==> src/rtl/irq_pkg.sv <==
package irq_pkg;
    typedef enum logic [1:0] {
        ST_IDLE,
        ST_VECTOR,
        ST_ACKCYC
    } irq_state_t;

    typedef enum logic [2:0] {
        WIN_NONE,
        WIN_TRAP,
        WIN_HIGH,
        WIN_MID,
        WIN_LOW,
        WIN_GEN
    } irq_win_t;
endpackage

==> src/rtl/irq_src_front.sv <==
module irq_src_front (
    input  logic clk,
    input  logic rst_n,
    input  logic trap_i,
    input  logic rst_hi_i,
    input  logic take_trap,
    input  logic take_hi,
    input  logic clr_hi,
    output logic trap_pend,
    output logic hi_pend,
    output logic hi_latch_q
);
    logic trap_prev_q;
    logic trap_armed_q;
    logic hi_prev_q;

    // A trap counts only while its level is still high after an edge.
    assign trap_pend = trap_i & (trap_armed_q | ~trap_prev_q);
    assign hi_pend   = hi_latch_q | (rst_hi_i & ~hi_prev_q);

    always_ff @(posedge clk or negedge rst_n) begin
        if (!rst_n) begin
            trap_prev_q  <= 1'b0;
            trap_armed_q <= 1'b0;
            hi_prev_q    <= 1'b0;
            hi_latch_q   <= 1'b0;
        end else begin
            trap_prev_q  <= trap_i;
            trap_armed_q <= trap_pend & ~take_trap;
            hi_prev_q    <= rst_hi_i;
            hi_latch_q   <= hi_pend & ~take_hi & ~clr_hi;
        end
    end
endmodule

==> src/rtl/irq_arbiter.sv <==
module irq_arbiter
    import irq_pkg::*;
#(
    parameter int NUM_RST = 3
) (
    input  logic               trap_pend,
    input  logic               hi_pend,
    input  logic               mid_lvl,
    input  logic               lo_lvl,
    input  logic               gen_lvl,
    input  logic               ie,
    input  logic [NUM_RST-1:0] mask,
    output irq_win_t           win
);
    logic [NUM_RST-1:0] rst_req;
    logic [NUM_RST-1:0] rst_ok;

    assign rst_req = {hi_pend, mid_lvl, lo_lvl};

    for (genvar i = 0; i < NUM_RST; i++) begin : g_elig
        assign rst_ok[i] = ie & ~mask[i] & rst_req[i];
    end

    always_comb begin
        if (trap_pend)                win = WIN_TRAP;
        else if (rst_ok[NUM_RST-1])   win = WIN_HIGH;
        else if (rst_ok[NUM_RST-2])   win = WIN_MID;
        else if (rst_ok[NUM_RST-3])   win = WIN_LOW;
        else if (ie & gen_lvl)        win = WIN_GEN;
        else                          win = WIN_NONE;
    end
endmodule

==> src/rtl/irq_prio_unit.sv <==
module irq_prio_unit
    import irq_pkg::*;
#(
    parameter int          ADDR_W   = 16,
    parameter logic [15:0] VEC_TRAP = 16'h0024,
    parameter logic [15:0] VEC_HIGH = 16'h003C,
    parameter logic [15:0] VEC_MID  = 16'h0034,
    parameter logic [15:0] VEC_LOW  = 16'h002C
) (
    input  logic              clk,
    input  logic              rst_n,
    input  logic              sample_i,
    input  logic              trap_i,
    input  logic              rst_hi_i,
    input  logic              rst_mid_i,
    input  logic              rst_lo_i,
    input  logic              gen_req_i,
    input  logic              ei_cmd_i,
    input  logic              di_cmd_i,
    input  logic              mask_wr_i,
    input  logic [3:0]        mask_wdata_i,
    output logic              accept_o,
    output logic              pc_inhibit_o,
    output logic              ack_req_o,
    output logic [ADDR_W-1:0] vector_o,
    output logic [6:0]        status_o
);
    localparam int NUM_RST = 3;

    irq_state_t         state_q, state_n;
    irq_win_t           win;
    logic               ie_q, ie_n;
    logic [NUM_RST-1:0] mask_q;
    logic [ADDR_W-1:0]  vec_q;
    logic               trap_pend, hi_pend, hi_latch_q;
    logic               take;

    assign take = sample_i && (state_q == ST_IDLE) && (win != WIN_NONE);

    irq_src_front u_front (
        .clk        (clk),
        .rst_n      (rst_n),
        .trap_i     (trap_i),
        .rst_hi_i   (rst_hi_i),
        .take_trap  (take && win == WIN_TRAP),
        .take_hi    (take && win == WIN_HIGH),
        .clr_hi     (mask_wr_i & mask_wdata_i[3]),
        .trap_pend  (trap_pend),
        .hi_pend    (hi_pend),
        .hi_latch_q (hi_latch_q)
    );

    irq_arbiter #(.NUM_RST(NUM_RST)) u_arb (
        .trap_pend (trap_pend),
        .hi_pend   (hi_pend),
        .mid_lvl   (rst_mid_i),
        .lo_lvl    (rst_lo_i),
        .gen_lvl   (gen_req_i),
        .ie        (ie_q),
        .mask      (mask_q),
        .win       (win)
    );

    // Enable flag: disable beats enable, acceptance beats both.
    always_comb begin
        ie_n = ie_q;
        if (ei_cmd_i) ie_n = 1'b1;
        if (di_cmd_i) ie_n = 1'b0;
        if (take && win != WIN_TRAP) ie_n = 1'b0;
    end

    always_comb begin
        state_n = state_q;
        unique case (state_q)
            ST_IDLE: begin
                if (take) state_n = (win == WIN_GEN) ? ST_ACKCYC : ST_VECTOR;
            end
            ST_VECTOR: state_n = ST_IDLE;
            ST_ACKCYC: state_n = ST_IDLE;
            default:   state_n = ST_IDLE;
        endcase
    end

    always_ff @(posedge clk or negedge rst_n) begin
        if (!rst_n) begin
            state_q <= ST_IDLE;
            ie_q    <= 1'b0;
            mask_q  <= '1;
            vec_q   <= '0;
        end else begin
            state_q <= state_n;
            ie_q    <= ie_n;
            if (mask_wr_i) mask_q <= mask_wdata_i[NUM_RST-1:0];
            if (take) begin
                unique case (win)
                    WIN_TRAP: vec_q <= VEC_TRAP[ADDR_W-1:0];
                    WIN_HIGH: vec_q <= VEC_HIGH[ADDR_W-1:0];
                    WIN_MID:  vec_q <= VEC_MID[ADDR_W-1:0];
                    WIN_LOW:  vec_q <= VEC_LOW[ADDR_W-1:0];
                    default:  vec_q <= '0;
                endcase
            end
        end
    end

    always_comb begin
        accept_o     = 1'b0;
        pc_inhibit_o = 1'b0;
        ack_req_o    = 1'b0;
        vector_o     = '0;
        unique case (state_q)
            ST_IDLE: ;
            ST_VECTOR: begin
                accept_o     = 1'b1;
                pc_inhibit_o = 1'b1;
                vector_o     = vec_q;
            end
            ST_ACKCYC: begin
                accept_o     = 1'b1;
                pc_inhibit_o = 1'b1;
                ack_req_o    = 1'b1;
            end
            default: ;
        endcase
    end

    assign status_o = {ie_q, mask_q, hi_latch_q, rst_mid_i, rst_lo_i};
endmodule

==> config.mk <==
export PLATFORM = sky130hd
export DESIGN_NAME = irq_prio_unit
export DESIGN_NICKNAME = d
export VERILOG_FILES = /design/src/rtl/irq_pkg.sv /design/src/rtl/irq_src_front.sv /design/src/rtl/irq_arbiter.sv /design/src/rtl/irq_prio_unit.sv
export SDC_FILE = /design/constraint.sdc
export NUM_CORES = 1
export LEC_CHECK = 0
export ABC_CLOCK_PERIOD_IN_PS = 2900
export BUFFER_PORTS_ARGS = -buffer_cell sky130_fd_sc_hd__buf_4
export CORE_ASPECT_RATIO = 0.8
export CORE_UTILIZATION = 35
export DETAILED_ROUTE_END_ITERATION = 10
export PLACE_DENSITY = 0.64
export SLEW_MARGIN = 20
export SYNTH_ARGS = -nofsm -noshare
export SYNTH_HDL_FRONTEND = slang
export SYNTH_SLANG_ARGS = --single-unit
==> constraint.sdc <==
create_clock -name clk -period 2.9 [get_ports clk]
set_clock_uncertainty 0.15 [all_clocks]
set_input_delay 0.725 -clock clk [delete_from_list [all_inputs] [get_ports clk]]
set_output_delay 0.725 -clock clk [all_outputs]
set_load 0.005 [all_outputs]
==> flow_summary.toml, run 1 <==
[clock_network]
h-tree-depth = 1
insertion_delay_ps = 270
hold_buffers = 0
cts_root_buf = "clkbuf_4"
clk_pin_slew_ps = 80
cts.sinks = 13
cts_resized = 0
clk_path_buf_depth = 2
cts_made_buffers = 3
post_cts_buffers = 0
cts_tree = "built"

[critical_path]
critical_path_buf_inv_count = 2
endpoint_kind = "output pin"
critical_path.max_stage_delay_ps = 380
reg2reg_to = "state_q[0]"
cp_max_fo = 3
r2r_slack_ps = 1130
worstSetupPathType = "reg2out"
cp.depth = 3
worstPathRequired_ps = 2030
critPathLaunchType = "register"
crit_path_start = "state_q[0]"
r2r_start = "state_q[0]"
worst_path_max_delay_cell = "dfrtp_1"
crit_end = "pc_inhibit_o"
crit_family = "flip-flops"
rr_worst_depth = 6
crit_chain = "inv_1 -> ha_1 -> buf_4"
crit_arrival_ps = 1170

[global_routing]
grt_pass1_vias = 536
grt_use_met2 = 0.205
met1_usage = 0.158
antenna_found_initial = 0
top_usage_layer = "met2"
grt_usage = 0.121
grt_overflow = 0
gr-usage-met3 = 0.0430
grt_pass1_wl_um = 2310
grt_max_degree = 14

[placed_design]
gp_congestion = 0.754
post-dp-hpwl_um = 1120
port_buffers = 28
dpl_cell_area_um2 = 950
pre_cts_ws_ps = 997

[drt]
wirelength_um = 1350
drc = 0
drt-wirelength-per-cell_um = 10.6
drt_first_pass_iters = 4
vias = 548
antenna_left = 0
drt-initial-drc-count = 8
vias_per_cell = 4.31

[final_layout]
final_common_cell = "buf_4"
utilization = 0.452
multi_input_area_um2 = 360
area_delta_synth_final_pct = 21.7
nets = 121
final_cell_mix = "buf_4 (28), conb_1 (12), dfrtp_1 (10), nand2_1 (7), inv_1 (5)"
antennaDiodeCount = 0
seq_area_um2 = 329
drive_gt1_frac = 0.412
final_area_um2 = 976
nFillCells = 213

[run_status]
status = "complete, no violations"

[synth]
syn-cell-area_um2 = 802
yosysWarnings = 0
ys_top_cells_by_area = "dfrtp_1 (31%), buf_4 (17%), dfstp_2 (9.8%)"
synth.distinct_cells = 26
synth_top_area_frac = 0.312
syn_avg_cell_area_um2 = 10.4
syn_inst = 77
synth-async-reset-ratio = 1.00
synth-edff-count = 0
ys_ff_latch = 13
ys_seq_area_frac = 0.410
synth-main-ff-cell = "dfrtp_1"
synth_top_area_cell = "dfrtp_1"

[timing]
finalHoldViolCount = 0
fin_ws_ps = 852
rsz0062_at_grt = "no"
whs_ps = 132
final-max-slew-violation-count = 0
clock.fmax_mhz = 488
period_share = 0.706
setup_viol = 0
finalCriticalPeriod_ps = 2050
tns_ps = 0

[floorplan]
die_h_um = 44.8
pin_count = 41
die_x_um = 55.5
rows = 15
die-area_um2 = 2490
core_area_um2 = 2160
start_util = 0.372

[run]
cap_violations = 0

[pwr]
worst_ir_drop_vdd_uv = 333
powerDensity_nw_per_um2 = 588
p_leak_nw = 0.491

[hold_path]
hp-class = "in2async"
-- flip-flops by register name (all words and copies together), names as in the netlist --
signal,flops
vec_q,3
mask_q,3
u_front.trap_armed_q,1
u_front.hi_latch_q,1
state_q,2
u_front.trap_prev_q,1
ie_q,1
u_front.hi_prev_q,1
-- metal layers --
metal / vias up / routed length, µm
li1: 275 / -
met1: 244 / 643
met2: 29 / 607
met3: 0 / 100
met4: 0 / 0
met5: - / 0
-- through the flow --
stage	total power, mW	cells
2_1_floorplan	0.397	88
3_3_place_gp	0.469	123
3_5_place_dp	0.474	123
4_1_cts	0.585	127
5_1_grt	0.618	127
6_report	0.574	127
-- synthesized netlist by cell type (2+ instances only) --
library cell and instances:
a21oi_1 2, a31oi_2 2, and2_1 3, buf_4 18, dfrtp_1 10, dfstp_2 3
ha_1 3, inv_1 5, mux2_2 3, nand2_1 7, nand2b_1 2, nand3_1 2
nor2_1 2, nor2b_1 2, o2bb2ai_1 2
-- where the power goes --
group / internal (mW) / total (mW) / leakage (nW) / switching [mW]
sequential: 0.220 / 0.245 / 0.155 / 0.0255
combinational: 0.124 / 0.222 / 0.321 / 0.0978
clock: 0.0532 / 0.106 / 0.0150 / 0.0531
total: 0.397 / 0.574 / 0.491 / 0.176
-- cells by family (layout without fill, tap and decap cells) --
group / Yosys count / count (layout) / synth area share
multiplexers: 3 / 3 / 0.0421
adder cells (fa/ha/maj): 3 / 3 / 0.0468
AND/OR/NAND/NOR: 21 / 21 / 0.144
buffers and inverters: 23 / 37 / 0.192
AO/OA/AOI/OAI: 13 / 13 / 0.161
other: 1 / 12 / 0.00468
flip-flops: 13 / 13 / 0.410
-- final cells by class --
class	count	share of cell area
inverter	5	0.0192
tap	25	0.0321
timing repair buffer	28	0.215
multi-input combinational	52	0.369
clock buffer	4	0.0269
sequential	13	0.337
-- worst min path at each step --
stage | cells past startpoint | end | slack [ps] | startpoint
5_1_grt | 1 | ie_q | 130 | rst_n
6_report | 1 | u_front.hi_latch_q | 130 | rst_n
3_5_place_dp | 1 | vec_q[2] | 330 | vec_q[2]
2_1_floorplan | 0 | ie_q | 280 | rst_n
4_1_cts | 1 | u_front.trap_prev_q | 130 | rst_n
3_3_place_gp | 1 | vec_q[2] | 340 | vec_q[2]
No activity file was read; power rests on OpenSTA's default activity.
==> run 2: changes to the inputs <==
--- a/config.mk
+++ b/config.mk
@@ -5,12 +5,12 @@
 export SDC_FILE = /design/constraint.sdc
 export NUM_CORES = 1
 export LEC_CHECK = 0
-export ABC_CLOCK_PERIOD_IN_PS = 2900
+export ABC_CLOCK_PERIOD_IN_PS = 1800
 export BUFFER_PORTS_ARGS = -buffer_cell sky130_fd_sc_hd__buf_4
 export CORE_ASPECT_RATIO = 0.8
 export CORE_UTILIZATION = 35
 export DETAILED_ROUTE_END_ITERATION = 10
-export PLACE_DENSITY = 0.64
+export PLACE_DENSITY = 0.67
 export SLEW_MARGIN = 20
 export SYNTH_ARGS = -nofsm -noshare
 export SYNTH_HDL_FRONTEND = slang
==> constraint.sdc (replaced) <==
create_clock -name clk -period 1.8 [get_ports clk]
set_clock_uncertainty 0.15 [all_clocks]
set_input_delay 0.45 -clock clk [delete_from_list [all_inputs] [get_ports clk]]
set_output_delay 0.45 -clock clk [all_outputs]
set_load 0.005 [all_outputs]
==> flow_summary.toml, run 2 (synthesis gave the netlist of run 1 again) <==
[run_status]
status = "complete, no violations"

[floorplan]
die_h_um = 44.8
core_area_um2 = 2160
die-area_um2 = 2490
start_util = 0.372
die_x_um = 55.5
rows = 15
pin_count = 41

[pwr]
swShare = 0.304
power_switching_mw = 0.294
clock_power_share = 0.181
p_leak_nw = 0.511
powerDensity_nw_per_um2 = 955
seq_power_share = 0.408
internal-power_mw = 0.673
combPwrFrac = 0.411
p_total_mw = 0.968
worst_ir_drop_vdd_uv = 578

[timing]
setup_viol = 0
fin_ws_ps = 42.7
clock.fmax_mhz = 569
final-max-slew-violation-count = 0
rsz0062_at_grt = "yes"
finalCriticalPeriod_ps = 1760
tns_ps = 0
finalHoldViolCount = 0
period_share = 0.976

[drt]
antenna_left = 0
drt-wirelength-per-cell_um = 10.6
wirelength_um = 1390
drc = 0
drt_first_pass_iters = 4
vias_per_cell = 4.47
vias = 585
drt-initial-drc-count = 8

[global_routing]
grt_pass1_vias = 510
grt_overflow = 0
grt_usage = 0.114
grt_max_degree = 14
grt_pass1_wl_um = 2150
antenna_found_initial = 0

[final_layout]
top_regs = "mask_q x3, vec_q x3, state_q x2"
final_common_cell = "buf_4"
final_cell_mix = "buf_4 (31), conb_1 (12), dfrtp_1 (10), nand2_1 (7), inv_1 (4)"
final_area_um2 = 1010
drive_gt1_frac = 0.453
antennaDiodeCount = 0
nets = 125
instances_no_fill = 131
area_delta_synth_final_pct = 26.4

[clock_network]
clk_path_buf_depth = 2
cts_root_buf = "clkbuf_4"
insertion_delay_ps = 260
h-tree-depth = 1
cts.sinks = 13
clk_pin_slew_ps = 80
cts_tree = "built"
cts_made_buffers = 3

[critical_path]
endpoint_kind = "output pin"
crit_arrival_ps = 1160
cp_max_fo = 3
rr_worst_depth = 6
crit_chain = "inv_1 -> ha_1 -> buf_4"
worstPathRequired_ps = 1200
critical_path.max_stage_delay_ps = 380
worstSetupPathType = "reg2out"
worst_path_max_delay_cell = "dfrtp_1"
critPathLaunchType = "register"

[hold_path]
hold_depth = 1
hp-class = "in2reg"

[placed_design]
dpl_cell_area_um2 = 957
gp_congestion = 0.691
post-dp-hpwl_um = 1130
port_buffers = 28
post-place-cells = 124
pre_cts_ws_ps = 183

[run]
cap_violations = 0
==> run 2: changes by cell type in the layout (fill, tap and decap cells not counted) <==
cell and delta:
dlygate4sd3_1 +1, ha_2 +1, buf_4 +3, ha_1 -1, and2_1 -1, inv_1 -1, and2_4 +1, inv_2 +1
==> run 2: path summary, 6_finish.rpt <==
check                                         end  slack (ps)        from
worst min register to register           vec_q[2]         380    vec_q[2]
worst max register to register         state_q[0]         280  state_q[0]
min in group asynchronous                vec_q[4]         420       rst_n
max in group asynchronous               mask_q[1]         850       rst_n
worst max-delay path                 pc_inhibit_o          40  state_q[0]
worst min-delay path            u_front.hi_prev_q         140    rst_hi_i
==> run 2: power groups by stage <==
| stage | clock network, mW | logic, mW | registers [mW] |
|---|---|---|---|
| 6_report | 0.176 | 0.397 | 0.395 |
| 3_3_place_gp | 0 | 0.364 | 0.397 |
| 4_1_cts | 0.182 | 0.371 | 0.395 |
| 2_1_floorplan | 0 | 0.249 | 0.390 |
| 3_5_place_dp | 0 | 0.368 | 0.400 |
| 5_1_grt | 0.191 | 0.448 | 0.404 |
==> run 2: final cells by class <==
| cell class | count | area, µm² |
|---|---|---|
| Fill cell | 209 | 1140 |
| Sequential cell | 13 | 329 |
| Timing Repair Buffer | 32 | 243 |
| Multi-Input combinational cell | 52 | 365 |
| Clock buffer | 4 | 26.3 |
| Inverter | 5 | 18.8 |
| Tap cell | 25 | 31.3 |
==> run 2: per-layer routing <==
metal,routed length [µm],global-route usage
met1,643,0.150
met4,12,0.0600
met5,0,0
met3,79,0.0287
met2,655,0.178
==> run 2: critical path, delay by kind of cell (launching register included) <==
kind / cells / cell delay, ps
flip-flops: 1 / 380
buffers and inverters: 2 / 210
adder cells (fa/ha/maj): 1 / 300
==> run 2: what timing repair did <==
| item | 4_1_cts | 5_1_grt |
|---|---|---|
| endpoints found under the hold margin | 10 | 0 |
| gates resized for setup | 0 | 3 |
| setup buffers | 0 | 2 |
| hold buffers | 1 | 0 |
| endpoints found under the setup margin | 0 | 6 |
==> run 2: through the flow <==
stage           util  hold WS [ps]
6_report       0.470           143
5_1_grt        0.470           128
4_1_cts        0.460           135
3_5_place_dp   0.443           156
3_3_place_gp   0.443           152
2_1_floorplan      -          4.41
==> run 3: changes to the inputs <==
--- a/config.mk
+++ b/config.mk
@@ -5,12 +5,14 @@
 export SDC_FILE = /design/constraint.sdc
 export NUM_CORES = 1
 export LEC_CHECK = 0
+export ABC_AREA = 1
 export ABC_CLOCK_PERIOD_IN_PS = 1800
 export BUFFER_PORTS_ARGS = -buffer_cell sky130_fd_sc_hd__buf_4
 export CORE_ASPECT_RATIO = 0.8
 export CORE_UTILIZATION = 35
 export DETAILED_ROUTE_END_ITERATION = 10
-export PLACE_DENSITY = 0.67
+export PLACE_DENSITY = 0.66
+export REMOVE_ABC_BUFFERS = 1
 export SLEW_MARGIN = 20
 export SYNTH_ARGS = -nofsm -noshare
 export SYNTH_HDL_FRONTEND = slang
==> flow_summary.toml, run 3 <==
[floorplan]
core_area_um2 = 2210
start_util = 0.384
pin_count = 41
die-area_um2 = 2630
die_h_um = 46.1
rows = 15
die_x_um = 57.1

[final_layout]
final_area_um2 = 1070
area_delta_synth_final_pct = 25.5
final_common_cell = "buf_4"
nets = 152
final_cell_mix = "buf_4 (29), nand2_1 (23), inv_1 (13), conb_1 (12), dfrtp_1 (10)"
instances_no_fill = 158
antennaDiodeCount = 0
utilization = 0.481
drive_gt1_frac = 0.383
top_regs = "mask_q x3, vec_q x3, state_q x2"

[pwr]
worst_ir_drop_vdd_uv = 396
powerDensity_nw_per_um2 = 970
p_leak_nw = 0.610
p_total_mw = 1.03

[drt]
drc = 4
drt-initial-drc-count = 22
vias_per_cell = 4.25
vias = 672
drt-wirelength-per-cell_um = 9.30
antenna_left = 0
drt_first_pass_iters = 9
wirelength_um = 1470

[global_routing]
grt_usage = 0.126
grt_pass1_wl_um = 2420
grt_pass1_vias = 563
grt_overflow = 0
grt_max_degree = 14
antenna_found_initial = 0

[placed_design]
dpl_cell_area_um2 = 997
post-place-cells = 152
gp_congestion = 0.843
post-dp-hpwl_um = 1150
port_buffers = 28
pre_cts_ws_ps = 238

[synth]
ys_ff_latch = 13
syn_avg_cell_area_um2 = 8.01
ys_top_cells_by_area = "dfrtp_1 (29%), buf_4 (16%), nand2_1 (10%)"
synth_top_area_frac = 0.295
synthTopCellsByCount = "nand2_1 (23), buf_4 (18), inv_1 (15), dfrtp_1 (10), nand3_1 (6)"
yosysMostFrequentCell = "nand2_1"
synth_top_area_cell = "dfrtp_1"
syn_inst = 106
yosysWarnings = 0
synth-async-reset-ratio = 1.00
ys_seq_area_frac = 0.387
synth.distinct_cells = 22
synth-edff-count = 0
syn-cell-area_um2 = 850
synth-main-ff-cell = "dfrtp_1"

[clock_network]
cts_tree = "built"
h-tree-depth = 1
cts_made_buffers = 3
insertion_delay_ps = 280
clk_pin_slew_ps = 80
cts_root_buf = "clkbuf_4"
cts.sinks = 13
clk_path_buf_depth = 2

[critical_path]
critical_path.max_stage_delay_ps = 440
worstSetupPathType = "reg2out"
critPathLaunchType = "register"
worstPathRequired_ps = 1200
worst_path_max_delay_cell = "dfrtp_1"
crit_arrival_ps = 1160
crit_chain = "inv_2 -> ha_4 -> buf_4"
endpoint_kind = "output pin"
cp_max_fo = 3

[timing]
tns_ps = 0
finalCriticalPeriod_ps = 1760
fin_ws_ps = 37.5
whs_ps = 136
period_share = 0.979
setup_viol = 0
finalHoldViolCount = 0
clock.fmax_mhz = 567
final-max-slew-violation-count = 0

[run_status]
violations = "DRC"
status = "complete, but fails checks"

[run]
cap_violations = 0

[hold_path]
hp-class = "in2reg"
[run 3: changes by cell type after synthesis, sizes merged, moves of 3 or more]
cell and delta:
nand2 +22, nor2 +5, clkinv +3, and2 -3, nand3 +5, inv +11
[run 3: timing repair]
| action | in CTS | in global routing |
|---|---|---|
| hold buffers | 1 | 0 |
| gates resized for setup | 1 | 4 |
| buffers inserted | 1 | 0 |
| cloned | 0 | 0 |
| endpoints found under the setup margin | 2 | 6 |
| hold endpoints to repair | 10 | 0 |
| pin swaps | 0 | 0 |
[run 3: area by class of cell]
cell class / count / area (µm²)
Inverter: 19 / 71.3
Fill cell: 220 / 1150
Clock buffer: 4 / 26.3
Timing Repair Buffer: 30 / 228
Sequential cell: 13 / 329
Multi-Input combinational cell: 67 / 380
Tap cell: 25 / 31.3
[run 3: worst paths after layout]
| check | start | endpoint | slack (ps) | depth (start not counted) |
|---|---|---|---|---|
| max in group asynchronous | rst_n | mask_q[0] | 880 | 2 |
| setup / recovery | state_q[0] | accept_o | 40 | 3 |
| hold reg to reg | vec_q[3] | vec_q[3] | 330 | 2 |
| setup reg to reg | mask_q[0] | state_q[0] | 280 | 8 |
| hold / removal | rst_hi_i | u_front.hi_prev_q | 140 | 1 |
| min in group asynchronous | rst_n | vec_q[2] | 390 | 2 |
[run 3: critical path, delay by kind of cell, from the launching register on]
family | cells | cell delay, ps
adder cells (fa/ha/maj) | 1 | 240
buffers and inverters | 2 | 210
flip-flops | 1 | 440
[run 3: power by group]
group          internal [mW]  leakage, nW  total, mW  switching (mW)
logic                  0.225        0.438      0.444           0.219
clock network         0.0860       0.0150      0.185          0.0990
registers              0.357        0.157      0.405          0.0472
[run 3: per-layer routing]
layer / track usage / part of all wire / vias to the layer above
li1: - / - / 343
met2: 0.193 / 0.45 / 30
met3: 0.0421 / 0.078 / 4
met1: 0.163 / 0.45 / 295
met5: 0 / 0 / -
met4: 0.0585 / 0.023 / 0
[run 3: cell families after synthesis]
logic type,after synthesis,share of synthesized area
and+or+nand+nor,46,0.274
adders and majority gates,3,0.0442
buffers and inverters,37,0.243
AOI/OAI and AO/OA,5,0.0339
other,1,0.00441
DFF,13,0.387
muxes,1,0.0133
